`src/rtl/gvp_pkg.sv`:
```
package gvp_pkg;

    // Per-edge action applied to every register in the chain.
    typedef enum logic [1:0] {
        ACT_HOLD  = 2'd0,
        ACT_SHIFT = 2'd1,
        ACT_CLEAR = 2'd2
    } act_e;

endpackage

```
`src/rtl/gvp_ctrl.sv`:
```
module gvp_ctrl
    import gvp_pkg::*;
(
    input  logic sys_ce,
    input  logic usr_en,
    input  logic usr_rst,
    output act_e act
);

    // Clear beats shift; nothing happens unless sys_ce is high.
    always_comb begin
        unique casez ({sys_ce, usr_rst, usr_en})
            3'b0??:  act = ACT_HOLD;
            3'b11?:  act = ACT_CLEAR;
            3'b101:  act = ACT_SHIFT;
            default: act = ACT_HOLD;
        endcase
    end

endmodule

```
`src/rtl/gvp_stage.sv`:
```
module gvp_stage
    import gvp_pkg::*;
#(
    parameter int DATA_W    = 16,
    parameter bit APPLY_OP  = 1'b0,
    parameter int OP_OFFSET = 0
) (
    input  logic              clk,
    input  act_e              act,
    input  logic [DATA_W-1:0] d_in,
    output logic [DATA_W-1:0] d_out
);

    logic [DATA_W-1:0] shifted;
    logic [DATA_W-1:0] d_nxt;

    generate
        if (APPLY_OP) begin : g_op
            localparam logic [DATA_W-1:0] OFS = DATA_W'(OP_OFFSET);
            assign shifted = d_in + OFS;
        end else begin : g_pass
            assign shifted = d_in;
        end
    endgenerate

    always_comb begin
        unique case (act)
            ACT_CLEAR: d_nxt = '0;
            ACT_SHIFT: d_nxt = shifted;
            default:   d_nxt = d_out;
        endcase
    end

    always_ff @(posedge clk) begin
        d_out <= d_nxt;
    end

endmodule

```
`src/rtl/gvp_valid_pipe.sv`:
```
module gvp_valid_pipe
    import gvp_pkg::*;
#(
    parameter int DEPTH = 4
) (
    input  logic clk,
    input  act_e act,
    input  logic v_in,
    output logic v_out
);

    logic [DEPTH-1:0] pipe;
    logic [DEPTH-1:0] shifted;
    logic [DEPTH-1:0] pipe_nxt;

    generate
        if (DEPTH == 1) begin : g_single
            assign shifted = v_in;
        end else begin : g_multi
            assign shifted = {pipe[DEPTH-2:0], v_in};
        end
    endgenerate

    always_comb begin
        unique case (act)
            ACT_CLEAR: pipe_nxt = '0;
            ACT_SHIFT: pipe_nxt = shifted;
            default:   pipe_nxt = pipe;
        endcase
    end

    always_ff @(posedge clk) begin
        pipe <= pipe_nxt;
    end

    assign v_out = pipe[DEPTH-1];

endmodule

```
`src/rtl/gated_valid_pipe.sv`:
```
module gated_valid_pipe
    import gvp_pkg::*;
#(
    parameter int DATA_W    = 16,
    parameter int LATENCY   = 4,
    parameter int OP_STAGE  = 1,
    parameter int OP_OFFSET = 3
) (
    input  logic              clk,
    input  logic              sys_ce,
    input  logic              usr_en,
    input  logic              usr_rst,
    input  logic              vin,
    input  logic [DATA_W-1:0] din,
    output logic              vout,
    output logic [DATA_W-1:0] dout
);

    // Keep the arithmetic stage inside the chain.
    localparam int OP_AT = (OP_STAGE < LATENCY) ? OP_STAGE : LATENCY - 1;

    act_e              act;
    logic [DATA_W-1:0] chain [LATENCY+1];

    gvp_ctrl u_ctrl (
        .sys_ce  (sys_ce),
        .usr_en  (usr_en),
        .usr_rst (usr_rst),
        .act     (act)
    );

    // Invalid samples enter as zero.
    assign chain[0] = din & {DATA_W{vin}};

    generate
        for (genvar s = 0; s < LATENCY; s++) begin : g_stage
            gvp_stage #(
                .DATA_W    (DATA_W),
                .APPLY_OP  (s == OP_AT),
                .OP_OFFSET (OP_OFFSET)
            ) u_stage (
                .clk   (clk),
                .act   (act),
                .d_in  (chain[s]),
                .d_out (chain[s+1])
            );
        end
    endgenerate

    gvp_valid_pipe #(
        .DEPTH (LATENCY)
    ) u_vpipe (
        .clk   (clk),
        .act   (act),
        .v_in  (vin),
        .v_out (vout)
    );

    assign dout = chain[LATENCY];

endmodule

```
`config.mk`:
```
export PLATFORM = sky130hd
export DESIGN_NAME = gated_valid_pipe
export DESIGN_NICKNAME = d
export VERILOG_FILES = /design/src/rtl/gvp_pkg.sv /design/src/rtl/gvp_ctrl.sv /design/src/rtl/gvp_stage.sv /design/src/rtl/gvp_valid_pipe.sv /design/src/rtl/gated_valid_pipe.sv
export SDC_FILE = /design/constraint.sdc
export NUM_CORES = 1
export LEC_CHECK = 0
export CAP_MARGIN = 40
export CORE_MARGIN = 1.5
export CORE_UTILIZATION = 30
export CTS_BUF_LIST = sky130_fd_sc_hd__clkbuf_8
export DETAILED_ROUTE_END_ITERATION = 6
export GPL_TIMING_DRIVEN = 1
export HOLD_SLACK_MARGIN = 0.15
export PLACE_DENSITY_LB_ADDON = 0.3
export SYNTH_ARGS = -nofsm -noshare
export SYNTH_HDL_FRONTEND = slang
export SYNTH_SLANG_ARGS = --single-unit
export TNS_END_PERCENT = 10
```
`constraint.sdc`:
```
create_clock -name clk -period 4.5 [get_ports clk]
set_input_delay 1.125 -clock clk [delete_from_list [all_inputs] [get_ports clk]]
set_output_delay 1.125 -clock clk [all_outputs]
set_load 0.01 [all_outputs]
```
==> results.toml, run 1 <==
[routing]
drc = 0
routed_wl_um = 3840
drtPass1Iterations = 4
ant_nets = 0
avgRoutedWirePerCell_um = 10.3
routed_via_density = 3.90
drt-initial-drc-count = 41
via_count = 1454

[cts]
postCtsHoldBufs = 0
cts_root_buffer = "clkbuf_8"
h-tree-depth = 3
cts_tree = "done"
clk_pin_slew_ps = 80
clk_latency_ps = 340
cts_buffers = 9
clkSinkCount = 68
clk_path_buf_depth = 2
cts_setup_buffers = 0
cts_resized = 0

[worst_hold_path]
worstHoldPathType = "register to register"

[global_route]
grt_max_degree = 70
grt_first_pass_wirelength_um = 6500
groute.usage.overall_pct = 8.33
antenna_found_initial = 0
overflow = 0
grt_pass1_vias = 1449

[worst_setup_path]
start_kind = "input port"
crit_type = "input port to register"
critPathBufInv = 3
end_kind = "register"
crit_slowest_cell = "inv_2"
cpPeakStageDelay_ps = 480
path_delay_family = "buffers and inverters"
worstPathRequired_ps = 4520
cp_max_fo = 33
arrival_ps = 2890
crit_path_cell_trace = "clkdlybuf4s50_1 > nand2_1 > nor2_1 > ha_1 > inv_2 > buf_4"

[synthesis]
syn-mean-instance-area_um2 = 14.3
synthTopCellsByArea = "edfxtp_1 69%, and2_1 9.9%, buf_4 4.0%"
yosysTopAreaCell = "edfxtp_1"
synth_nets = 231
ys_ff_latch = 68
synth_area_um2 = 2970
yosysUniqueCellTypes = 23
synth_top_area_share_pct = 68.8
netlist_instances = 208
yosysWarnings = 0
yosysSeqAreaShare_pct = 68.8

[sta]
finalSetupTns_ps = 0
fin_skew_ps = 5.87
holdWs_ps = 522
slew_headroom_pct = 57.7
hold_violations = 0
min_period_over_period_pct = 63.8
setup_violations = 0
fin_crit_ps = 2870
tightest_slew_ps = 634
rsz0062_at_grt = "false"
max_freq_ghz = 0.348
maxSlewViolCount = 0

[power]
power.share.switching_pct = 23.8
pwr_density_cell_nw_per_um2 = 390
p_int_uw = 1070
pwr-share-clk_pct = 37.0
leakage_uw = 0.00131
p_sw_uw = 332
power_uw = 1400
combPwrFrac_pct = 8.2
seqPwrFrac_pct = 54.7
vdd_drop_max_v = 0.000123

[die]
ioPinCount = 38
dieArea_um2 = 10500
num_rows = 36
die_x_um = 102
fp.dieH_um = 102
core_um2 = 9680
start_util_pct = 30.6

[layout]
drive_gt1_share_pct = 10.8
fillerInstances = 966
layout_common_cells = "68 x edfxtp_1, 47 x and2_1, 37 x clkdlybuf4s50_1"
area_delta_synth_final_pct = 20.8
final_common_cell = "edfxtp_1"
n_antenna_cell = 0
final_nets = 258

[placed_design]
place.gp.congestion = 0.655
io_buffer_count = 37

[status]
status = "finished, final reports clean"

[run]
drv_cap = 0
==> final timing paths <==
path,end,startpoint,slack [ps],cells past startpoint
setup / recovery,g_stage[3].u_stage.d_out[3],sys_ce,1630,6
hold / removal,g_stage[2].u_stage.d_out[6],g_stage[1].u_stage.d_out[6],520,1
setup reg to reg,g_stage[1].u_stage.d_out[14],g_stage[0].u_stage.d_out[0],2730,6
hold reg to reg,g_stage[2].u_stage.d_out[6],g_stage[1].u_stage.d_out[6],520,1
==> logic make-up (layout without fill, tap and decap cells) <==
logic type               after synthesis  count (layout)  share of synthesized area (%)
AND/OR/NAND/NOR                       94              94                           20.3
buffers and inverters                 29              61                           5.69
multiplexers                           1               1                          0.337
adder cells (fa/ha/maj)                2               2                          0.843
XOR/XNOR                              11              11                           3.25
AO/OA/AOI/OAI                          3               3                          0.717
flip-flops                            68              68                           68.8
==> cells in the mapped netlist (all sizes together) <==
master / count
xnor2: 5
ha: 2
nand2: 7
inv: 5
mux2i: 1
nand2b: 3
xor2: 6
and2: 47
a21boi: 1
nor4: 3
o21ai: 2
and3: 17
nand3: 3
clkbuf: 8
nor3: 4
buf: 16
nor2b: 3
or3: 1
nor2: 3
edfxtp: 68
nand4: 3
==> layer usage <==
metal	wire length, um	track usage, %	up-vias
met1	1790	9.44	638
met5	0	0	-
met2	1750	13.3	43
met4	86	6.01	0
li1	-	-	766
met3	200	2.53	7
==> sequential cells by signal (all words and copies together) (netlist names) <==
signal and flops:
g_stage.u_stage.d_out 64, u_vpipe.pipe 4
==> per-stage QoR <==
step	setup WS (ps)	util, %	std cells	area, um^2
after floorplan	1260	-	208	2970
after global placement	1270	34.9	357	3380
after detailed placement	1230	34.9	357	3380
after CTS	1600	37.0	373	3580
after global routing	1470	37.0	373	3580
final	1630	37.0	373	3580
==> power groups by stage <==
stage          registers (uW)  clock network, uW  logic, uW
6_report                  765                517        115
5_1_grt                   771                560        131
4_1_cts                   766                539        118
3_5_place_dp              781                  0        118
3_3_place_gp              780                  0        115
2_1_floorplan             778                  0       77.5
==> cell type report <==
class	instances	area [um^2]	share of cell area, %
inverters	5	18.8	0.524
clock buffers	9	124	3.46
clock inverters	7	82.6	2.31
multi-input cells	111	756	21.1
flip-flops and latches	68	2040	57.0
well taps	133	166	4.65
repair buffers	40	393	11.0
No activity file was read; power rests on OpenSTA's default activity.
==> run 2, diff against run 1 <==
==> constraint.sdc (replaced) <==
create_clock -name clk -period 2.46 [get_ports clk]
set_input_delay 0.615 -clock clk [delete_from_list [all_inputs] [get_ports clk]]
set_output_delay 0.615 -clock clk [all_outputs]
set_load 0.01 [all_outputs]
==> run 2 against run 1 <==
Against the previous run:
- sequential share of layout area down 0.30 points
- non-clock buffer count stayed put
- critical path depth is the same
- first-iteration DRC count down 20%
- worst hold slack gained 1.7 ps
- core utilization rose by 0.19 points
- clock skew up 1.4 ps
- clock power up 62%
- total power rose by 76%
- global-route usage is 0.26 points lower
- clock-buffer cell count unchanged
- critical endpoint is now g_stage[1].u_stage.d_out[2]
- largest cell class unchanged
- highest routed layer unchanged
==> results.toml, run 2 (synthesized netlist as in run 1, its figures left out) <==
[die]
die_x_um = 102
fp.dieH_um = 102
dieArea_um2 = 10500
start_util_pct = 30.6
core_um2 = 9680
ioPinCount = 38
num_rows = 36

[routing]
avgRoutedWirePerCell_um = 10.1
drtPass1Iterations = 4
routed_via_density = 3.93
wl_met1_um = 1730
drt-initial-drc-count = 33
routed_wl_um = 3760
top_layer = "met4"
ant_nets = 0
drc = 0
routed-wl-met2_um = 1740
wl_met3_um = 225
via_count = 1465

[power]
pwr_density_cell_nw_per_um2 = 684
vdd_drop_max_v = 0.000230
power_uw = 2460
leakage_uw = 0.00132

[layout]
n_antenna_cell = 0
largest-register = "g_stage.u_stage.d_out"
area_delta_synth_final_pct = 21.4
largestRegisters = "g_stage.u_stage.d_out (64), u_vpipe.pipe (4)"
instances_no_fill = 373
finish.utilization_pct = 37.2
drive_gt1_share_pct = 9.58
largest_reg_flops = 64
final_common_cell = "edfxtp_1"
final_nets = 258
layout_common_cells = "68 x edfxtp_1, 47 x and2_1, 37 x clkdlybuf4s50_1"

[cts]
clk_latency_ps = 330
clk_path_buf_depth = 2
postCtsHoldBufs = 0
cts_tree = "done"
cts_setup_buffers = 0
cts_root_buffer = "clkbuf_8"
clk_pin_slew_ps = 60
clkSinkCount = 68
cts_buffers = 9
h-tree-depth = 3
cts_resized = 0

[placed_design]
post-dp-hpwl_um = 2350
post-place-cells = 357
dp_slack_ps = 251
place.gp.congestion = 0.661
io_buffer_count = 37

[sta]
setup_violations = 0
max_freq_ghz = 0.537
rsz0062_at_grt = "false"
finalSetupTns_ps = 0
hold_violations = 0
fin_skew_ps = 7.28
tightest_slew_ps = 422
slew_headroom_pct = 71.8
fin_ws_ps = 599
min_period_over_period_pct = 75.6
fin_crit_ps = 1860
maxSlewViolCount = 0

[worst_setup_path]
reg2reg_slack_ps = 730
reg2reg_to = "g_stage[1].u_stage.d_out[14]"
end_kind = "register"
arrival_ps = 1880
start_kind = "input port"
r2r_start = "g_stage[0].u_stage.d_out[0]"
cp_max_fo = 46
rr_worst_depth = 6
crit_type = "input port to register"
worstPathRequired_ps = 2480

[global_route]
overflow = 0
grt_first_pass_wirelength_um = 6240
grt_max_degree = 70
antenna_found_initial = 0
grt_pass1_vias = 1445
groute.usage.overall_pct = 8.07

[worst_hold_path]
min_from = "g_stage[2].u_stage.d_out[9]"
worstHoldPathType = "register to register"
holdPathEnd = "g_stage[3].u_stage.d_out[9]"
holdPathStages = 1

[status]
status = "finished, final reports clean"

[run]
drv_cap = 0
[run 2: how the worst max path moves through the flow]
stage / from / to / slack (ps) / depth (start not counted)
after floorplan: sys_ce / g_stage[0].u_stage.d_out[0] / 90 / 4
after global placement: sys_ce / g_stage[3].u_stage.d_out[12] / 260 / 6
after detailed placement: sys_ce / g_stage[3].u_stage.d_out[12] / 250 / 6
after CTS: sys_ce / g_stage[2].u_stage.d_out[7] / 610 / 6
after global routing: sys_ce / u_vpipe.pipe[3] / 530 / 6
final: sys_ce / g_stage[1].u_stage.d_out[2] / 600 / 6
[run 2: layout make-up]
class | count | area (um^2)
tap | 133 | 166
clock inverter | 7 | 60.1
fill | 958 | 6080
multi-input combinational | 111 | 756
timing repair buffer | 40 | 430
inverter | 5 | 22.5
clock buffer | 9 | 124
sequential | 68 | 2040
[run 2: routing by layer]
metal / vias up / GRT usage, %
li1: 770 / -
met5: - / 0
met4: 0 / 4.43
met3: 8 / 4.31
met2: 40 / 13.4
met1: 647 / 8.14
[run 2: critical path, cell delays in order]
cell and delay [ps]:
clkdlybuf4s50_1 470, nand2_1 50, nor2_1 90, ha_1 260
clkinvlp_4 130, buf_12 250
[run 2: metrics by stage]
| stage | cell area (um^2) | hold slack, ps |
|---|---|---|
| after floorplan | 2970 | 497 |
| after global placement | 3420 | 508 |
| after detailed placement | 3420 | 515 |
| after CTS | 3600 | 526 |
| after global routing | 3600 | 536 |
| final | 3600 | 523 |
[run 2: power by group]
part / switching [uW] / total [uW] / internal [uW]
clock network: 383 / 838 / 455
registers: 37.8 / 1400 / 1360
logic: 111 / 223 / 112
